## src/rtl/dma_eng_pkg.sv

```systemverilog
package dma_eng_pkg;

    localparam int CMD_DISABLE_BIT = 2;

    typedef enum logic [1:0] {
        OP_DEMAND  = 2'd0,
        OP_SINGLE  = 2'd1,
        OP_BLOCK   = 2'd2,
        OP_CASCADE = 2'd3
    } op_mode_e;

    typedef enum logic [1:0] {
        XT_VERIFY = 2'd0,
        XT_TOMEM  = 2'd1,
        XT_FROMMEM = 2'd2,
        XT_BAD    = 2'd3
    } xfer_e;

    typedef struct packed {
        op_mode_e op;
        logic     down;
        logic     autoinit;
        xfer_e    xt;
    } mode_t;

    typedef enum logic [1:0] {
        S_IDLE = 2'd0,
        S_BUSY = 2'd1,
        S_WB   = 2'd2
    } eng_state_e;

    function automatic mode_t decode_mode(input logic [7:2] m);
        mode_t d;
        d.op       = op_mode_e'(m[7:6]);
        d.down     = m[5];
        d.autoinit = m[4];
        d.xt       = xfer_e'(m[3:2]);
        return d;
    endfunction

endpackage

```

## src/rtl/dma_prio_arb.sv

```systemverilog
module dma_prio_arb #(
    parameter int N    = 4,
    parameter int IDXW = 2
) (
    input  logic [N-1:0]    req,
    output logic [IDXW-1:0] win,
    output logic            any
);
    always_comb begin
        win = '0;
        any = 1'b0;
        for (int i = N - 1; i >= 0; i--) begin
            if (req[i]) begin
                win = IDXW'(i);
                any = 1'b1;
            end
        end
    end
endmodule

```

## src/rtl/dma_phys_addr.sv

```systemverilog
module dma_phys_addr #(
    parameter int ADDR_W    = 16,
    parameter int PAGE_W    = 8,
    parameter bit WORD_MODE = 1'b0
) (
    input  logic [PAGE_W-1:0]        page,
    input  logic [ADDR_W-1:0]        addr,
    output logic [PAGE_W+ADDR_W-1:0] phys
);
    localparam int PHYS_W = PAGE_W + ADDR_W;

    generate
        if (WORD_MODE) begin : g_word
            assign phys = {page, {ADDR_W{1'b0}}} | (PHYS_W'(addr) << 1);
        end else begin : g_byte
            assign phys = {page, addr};
        end
    endgenerate
endmodule

```

## src/rtl/dma_elem_step.sv

```systemverilog
module dma_elem_step #(
    parameter int ADDR_W = 16,
    parameter int CNT_W  = 16
) (
    input  logic [ADDR_W-1:0] addr,
    input  logic [CNT_W-1:0]  cnt,
    input  logic [ADDR_W-1:0] base_a,
    input  logic [CNT_W-1:0]  base_c,
    input  logic              down,
    input  logic              autoinit,
    output logic [ADDR_W-1:0] nxt_addr,
    output logic [CNT_W-1:0]  nxt_cnt,
    output logic              tc
);
    logic [ADDR_W-1:0] stepped;
    logic [CNT_W-1:0]  less;

    always_comb begin
        stepped = down ? addr - ADDR_W'(1) : addr + ADDR_W'(1);
        less    = cnt - CNT_W'(1);
        tc      = (less == '0);
        if (tc && autoinit) begin
            nxt_addr = base_a;
            nxt_cnt  = base_c;
        end else begin
            nxt_addr = stepped;
            nxt_cnt  = less;
        end
    end
endmodule

```

## src/rtl/dma_xfer_engine.sv

```systemverilog
module dma_xfer_engine
    import dma_eng_pkg::*;
#(
    parameter int NCH       = 4,
    parameter int ADDR_W    = 16,
    parameter int CNT_W     = 16,
    parameter int PAGE_W    = 8,
    parameter bit WORD_MODE = 1'b0,
    parameter int CH_W      = (NCH > 1) ? $clog2(NCH) : 1
) (
    input  logic                       clk,
    input  logic                       rst,
    input  logic [NCH-1:0]             chan_req,
    input  logic [7:0]                 ctrl_cmd,
    input  logic [NCH-1:0]             chan_mask,
    input  logic [8*NCH-1:0]           chan_mode,
    input  logic [ADDR_W*NCH-1:0]      cur_addr,
    input  logic [CNT_W*NCH-1:0]       cur_cnt,
    input  logic [ADDR_W*NCH-1:0]      base_addr,
    input  logic [CNT_W*NCH-1:0]       base_cnt,
    input  logic [PAGE_W*NCH-1:0]      page,
    output logic                       mem_valid,
    output logic                       mem_write,
    output logic [PAGE_W+ADDR_W-1:0]   mem_addr,
    input  logic                       mem_ready,
    output logic                       wb_valid,
    output logic [CH_W-1:0]            wb_chan,
    output logic [ADDR_W-1:0]          wb_addr,
    output logic [CNT_W-1:0]           wb_cnt,
    output logic [2*NCH-1:0]           stat_set,
    output logic [2*NCH-1:0]           stat_clr,
    output logic [NCH-1:0]             mask_set,
    output logic                       unsupported
);
    localparam int PHYS_W = PAGE_W + ADDR_W;

    // Eligible requests: enabled controller, unmasked channel
    logic [NCH-1:0] eligible;
    logic [CH_W-1:0] win;
    logic            win_any;

    assign eligible = chan_req & ~chan_mask & {NCH{~ctrl_cmd[CMD_DISABLE_BIT]}};

    dma_prio_arb #(.N(NCH), .IDXW(CH_W)) u_arb (
        .req (eligible),
        .win (win),
        .any (win_any)
    );

    // Command bits other than the disable bit play no part here
    logic unused_cmd;
    assign unused_cmd = ^{ctrl_cmd[7:CMD_DISABLE_BIT+1], ctrl_cmd[CMD_DISABLE_BIT-1:0]};

    // Per-channel mode view; low two mode bits only address the register file
    logic [7:2] mode_hi [NCH];
    logic [NCH-1:0] unused_mode_lo;
    genvar g;
    generate
        for (g = 0; g < NCH; g++) begin : g_mode
            assign mode_hi[g]        = chan_mode[8*g+2 +: 6];
            assign unused_mode_lo[g] = ^chan_mode[8*g +: 2];
        end
    endgenerate

    // Winner's registers
    mode_t               wm;
    logic [ADDR_W-1:0]   w_addr, w_base_a;
    logic [CNT_W-1:0]    w_cnt, w_base_c;
    logic [PAGE_W-1:0]   w_page;
    logic                w_reject, w_empty;

    always_comb begin
        wm       = decode_mode(mode_hi[win]);
        w_addr   = cur_addr[ADDR_W*win +: ADDR_W];
        w_cnt    = cur_cnt[CNT_W*win +: CNT_W];
        w_base_a = base_addr[ADDR_W*win +: ADDR_W];
        w_base_c = base_cnt[CNT_W*win +: CNT_W];
        w_page   = page[PAGE_W*win +: PAGE_W];
        w_reject = (wm.op != OP_SINGLE) || (wm.xt == XT_BAD);
        w_empty  = (w_cnt == '0);
    end

    logic [PHYS_W-1:0] w_phys;
    logic [ADDR_W-1:0] w_nxt_addr;
    logic [CNT_W-1:0]  w_nxt_cnt;
    logic              w_tc;

    dma_phys_addr #(.ADDR_W(ADDR_W), .PAGE_W(PAGE_W), .WORD_MODE(WORD_MODE)) u_pa (
        .page (w_page),
        .addr (w_addr),
        .phys (w_phys)
    );

    dma_elem_step #(.ADDR_W(ADDR_W), .CNT_W(CNT_W)) u_step (
        .addr     (w_addr),
        .cnt      (w_cnt),
        .base_a   (w_base_a),
        .base_c   (w_base_c),
        .down     (wm.down),
        .autoinit (wm.autoinit),
        .nxt_addr (w_nxt_addr),
        .nxt_cnt  (w_nxt_cnt),
        .tc       (w_tc)
    );

    // Latched job
    eng_state_e        st_q;
    logic [CH_W-1:0]   job_ch;
    logic [PHYS_W-1:0] job_phys;
    logic              job_wr;
    logic [ADDR_W-1:0] job_addr;
    logic [CNT_W-1:0]  job_cnt;
    logic              job_tc;
    logic              job_auto;
    logic              unsup_q;
    logic              idle_w;

    assign idle_w = (st_q == S_IDLE);

    always_ff @(posedge clk) begin
        if (rst) begin
            st_q     <= S_IDLE;
            job_ch   <= '0;
            job_phys <= '0;
            job_wr   <= 1'b0;
            job_addr <= '0;
            job_cnt  <= '0;
            job_tc   <= 1'b0;
            job_auto <= 1'b0;
            unsup_q  <= 1'b0;
        end else begin
            unsup_q <= 1'b0;
            case (st_q)
                S_IDLE: begin
                    if (win_any) begin
                        if (w_reject) begin
                            unsup_q <= 1'b1;
                        end else if (!w_empty) begin
                            job_ch   <= win;
                            job_phys <= w_phys;
                            job_wr   <= (wm.xt == XT_TOMEM);
                            job_addr <= w_nxt_addr;
                            job_cnt  <= w_nxt_cnt;
                            job_tc   <= w_tc;
                            job_auto <= wm.autoinit;
                            st_q     <= (wm.xt == XT_VERIFY) ? S_WB : S_BUSY;
                        end
                    end
                end
                S_BUSY: begin
                    if (mem_ready) st_q <= S_WB;
                end
                default: st_q <= S_IDLE;
            endcase
        end
    end

    logic [NCH-1:0] ch_oh;
    logic           tc_act;

    assign ch_oh  = NCH'(1) << job_ch;
    assign tc_act = (st_q == S_WB) && job_tc;

    assign mem_valid   = (st_q == S_BUSY);
    assign mem_write   = mem_valid && job_wr;
    assign mem_addr    = job_phys;
    assign wb_valid    = (st_q == S_WB);
    assign wb_chan     = job_ch;
    assign wb_addr     = job_addr;
    assign wb_cnt      = job_cnt;
    assign stat_set    = tc_act ? {{NCH{1'b0}}, ch_oh} : '0;
    assign stat_clr    = tc_act ? {ch_oh, {NCH{1'b0}}} : '0;
    assign mask_set    = (tc_act && !job_auto) ? ch_oh : '0;
    assign unsupported = unsup_q;

endmodule

```

## config.mk

```make
export PLATFORM = sky130hd
export DESIGN_NAME = dma_xfer_engine
export DESIGN_NICKNAME = d
export VERILOG_FILES = /design/src/rtl/dma_eng_pkg.sv /design/src/rtl/dma_prio_arb.sv /design/src/rtl/dma_phys_addr.sv /design/src/rtl/dma_elem_step.sv /design/src/rtl/dma_xfer_engine.sv
export SDC_FILE = /design/constraint.sdc
export NUM_CORES = 1
export LEC_CHECK = 0
export ABC_AREA = 1
export BUFFER_PORTS_ARGS = -buffer_cell sky130_fd_sc_hd__buf_2
export CAP_MARGIN = 20
export CORE_AREA = 5 5 159 161
export DETAILED_ROUTE_END_ITERATION = 10
export DIE_AREA = 0 0 164 166
export RECOVER_POWER = 50
export SLEW_MARGIN = 10
export SYNTH_ARGS = -nofsm -noshare
export SYNTH_HDL_FRONTEND = slang
export SYNTH_SLANG_ARGS = --single-unit
```

## constraint.sdc

```tcl
create_clock -name clk -period 5.9 [get_ports clk]
set_clock_uncertainty 0.1 [all_clocks]
set_input_delay 1.18 -clock clk [delete_from_list [all_inputs] [get_ports clk]]
set_output_delay 1.18 -clock clk [all_outputs]
set_load 0.01 [all_outputs]
```

==> flow_metrics.env <==
export IMPL_run_status="finished clean"
export IMPL_rows=57
export IMPL_worst_pin_slew_ns=0.988
export IMPL_syn_area_um2=6900
export IMPL_cts_hold_buf=0
export IMPL_max_clock_freq_ghz=0.205
export IMPL_cts_reportedPaths_clkPinSlew_ns=0.06
export IMPL_clkLatencyLatePin_ns=0.34
export IMPL_path_class="input pin to flip-flop"
export IMPL_grt_pass1_vias=8641
export IMPL_cts_buffers_inserted=9
export IMPL_crit_slowest_cell="o22ai_1"
export IMPL_synth_most_common_cell="nor2_1"
export IMPL_fin_util_pct=39.0
export IMPL_post_drt_wl_per_cell_um=16.3
export IMPL_cellPowerDensity_nw_per_um2=197
export IMPL_ys_warnings_count=0
export IMPL_placed_area_um2=9040
export IMPL_die_w_um=164
export IMPL_final_cells=1896
export IMPL_syn_avg_cell_area_um2=5.63
export IMPL_drt_pass1_iterations=5
export IMPL_die_area_um2=27200
export IMPL_hp_class="flip-flop to flip-flop"
export IMPL_yosysUniqueCellTypes=45
export IMPL_core_area_um2=23800
export IMPL_drv_slew=0
export IMPL_period_minus_slack_ns=4.89
export IMPL_port_buffer_count=397
export IMPL_root_buffer="clkbuf_16"
export IMPL_synth_commonest_cells="nor2_1, nand2_1, nand3_1"
export IMPL_critPathMaxFanout=24
export IMPL_ys_seq_area_share_pct=18.6
export IMPL_final_cell_area_um2=9280
export IMPL_drive_gt1_share_pct=25.4
export IMPL_cp_cell_sequence="buf_2 > a21oi_4 > nand2_4 > inv_4 > o21ai_0 > o22ai_1 > ha_1 > a21oi_1 > nand2_1 > nand3_1 > nand2_1 > nand3_1 > nand2_1 > a21oi_1 > inv_1 > a21oi_1 > o21ai_0 > xor2_1 > nand2_1 > nand3_1 > nand2_1 > inv_1"
export IMPL_synthToLayoutAreaGrowth_pct=34.6
export IMPL_multi_input_area_um2=4910
export IMPL_drc=0
export IMPL_leakage_uw=0.00449
export IMPL_final_setup_viol_count=0
export IMPL_fin_ws_ns=1.01
export IMPL_grt_total_usage_pct=21.5
export IMPL_crit_path_max_incr_delay_ns=0.76
export IMPL_dpl_worst_slack_ns=0.653
export IMPL_rsz0062_at_grt="false"
export IMPL_cts_tree="built"
export IMPL_drtAntennaViolNets=0
export IMPL_yosys_top_cells_area="dfxtp_1, nor2_1, nand2_1, nand3_1, o21ai_0"
export IMPL_grt_antenna_before_repair=1
export IMPL_cts_max_level=3
export IMPL_nets=1923
export IMPL_synthArstFlopShare_pct=0
export IMPL_grt_max_degree=87
export IMPL_fill_cells=2737
export IMPL_cts_buffer_depth=2
export IMPL_final_hold_violation_count=0
export IMPL_drtIter0Drc=674
export IMPL_start_util_pct=28.9
export IMPL_netlist_instances=1225
export IMPL_synth_seq_cells=64
export IMPL_gp_congestion=0.930
export IMPL_cts_sinks=64
export IMPL_totalWireLength_um=31000
export IMPL_cpMostUsedCell="nand2_1"
export IMPL_yosys_area_top_type="dfxtp_1"
export IMPL_cts_setup_buffers=0
export IMPL_synth_top_area_share_pct=18.6
export IMPL_place_inst=1879
export IMPL_grt_ovfl_total=0
export IMPL_cp_start_kind="input pin"
export IMPL_tns_ns=0
export IMPL_synth_flop_cell="dfxtp_1"
export IMPL_cts_resized=0
export IMPL_synth_edf_count=0
export IMPL_ff_latch_area_um2=1280
export IMPL_grt_pass1_wl_um=46300
export IMPL_period_share_pct=82.8
export IMPL_crit_required_ns=6.05
export IMPL_max_cap_violations=0
export IMPL_slew_limit_headroom_pct=34.2
export IMPL_ir_drop_uv=113
export IMPL_die_h_um=166
export IMPL_dr_total_vias=9411
export IMPL_worstPathArrival_ns=5.03
export IMPL_vias_per_cell=4.96
export IMPL_reg2reg_slack_ns=3.78
export IMPL_cp_end_kind="flip-flop"
export IMPL_place_hpwl_um=25100
export IMPL_ios=421
## path summary, 6_finish.rpt
| check | end | from | cells past startpoint |
|---|---|---|---|
| max | wb_addr[12]$_SDFFE_PP0P_ | chan_req[0] | 22 |
| max reg2reg | wb_addr[0]$_SDFFE_PP0P_ | st_q[0]$_SDFFE_PP0P_ | 9 |
| min reg2reg | job_wr$_SDFFE_PP0P_ | job_wr$_SDFFE_PP0P_ | 2 |
| min | job_wr$_SDFFE_PP0P_ | job_wr$_SDFFE_PP0P_ | 2 |
## final cells by class
cell class,count,area share [%]
Clock inverter,7,1.08
Clock buffer,9,2.43
Inverter,72,2.98
Timing Repair Buffer,416,22.4
Multi-Input combinational cell,1003,52.9
Antenna cell,1,0.0270
Sequential cell,64,13.8
Tap cell,324,4.37
## state kept, by name (all words and copies together) (netlist names)
| name | count |
|---|---|
| mem_addr | 24 |
| wb_addr | 16 |
| wb_cnt | 16 |
| st_q | 2 |
| wb_chan | 2 |
| job_auto | 1 |
| job_tc | 1 |
| job_wr | 1 |
| unsupported | 1 |
## metal layers
layer	global-route usage (%)	part of all wire [%]
met3	3.70	7.1
met2	34.9	46
met1	29.1	45
met5	0	0
met4	6.82	2.3
## critical path: cells and delay by family
family	cells	cell delay, ns
AO/OA/AOI/OAI	7	1.87
AND/OR/NAND/NOR	9	0.97
XOR/XNOR	1	0.16
adder cells (fa/ha/maj)	1	0.42
buffers and inverters	4	0.42
## report_power, final
group          internal [uW]  switching [uW]
logic                    289             467
clock network            374             226
registers                459            14.2
## through the flow
step,total power [uW],hold slack [ns]
floorplan,963,0.330
global placement,1230,0.347
detailed placement,1240,0.350
CTS,1850,0.358
global route,1960,0.387
finish,1830,0.355
## placed cells by master, fill, tap and decap left out, types with 2 or more instances in the layout
cell,instances
buf_2,328
nor2_1,277
nand2_1,271
nand3_1,116
o21ai_0,110
clkbuf_1,69
dfxtp_1,64
inv_1,63
a21oi_1,56
o32ai_1,40
ha_1,17
buf_4,17
nor3_1,12
xor2_1,12
nand4_1,11
o32a_1,11
nand2_2,9
clkbuf_16,9
conb_1,8
nand3b_1,7
o22ai_1,6
nor2_2,5
inv_2,5
nand3_2,4
xnor2_1,4
nor2_4,3
nor3b_1,3
inv_6,3
a32oi_1,2
o2111ai_1,2
a221oi_1,2
clkinv_2,2
a21oi_2,2
o21ai_1,2
inv_4,2
bufinv_16,2
## logic make-up after synthesis
group	count (synthesis)	synth area share, %
compound gates	239	21.2
xor+xnor	16	2.03
fa+ha+maj	18	3.38
buf+inv	165	10.7
flops	64	18.6
other cells	1	0.0544
simple gates	722	44.1
(Power assumes the default switching activity.)
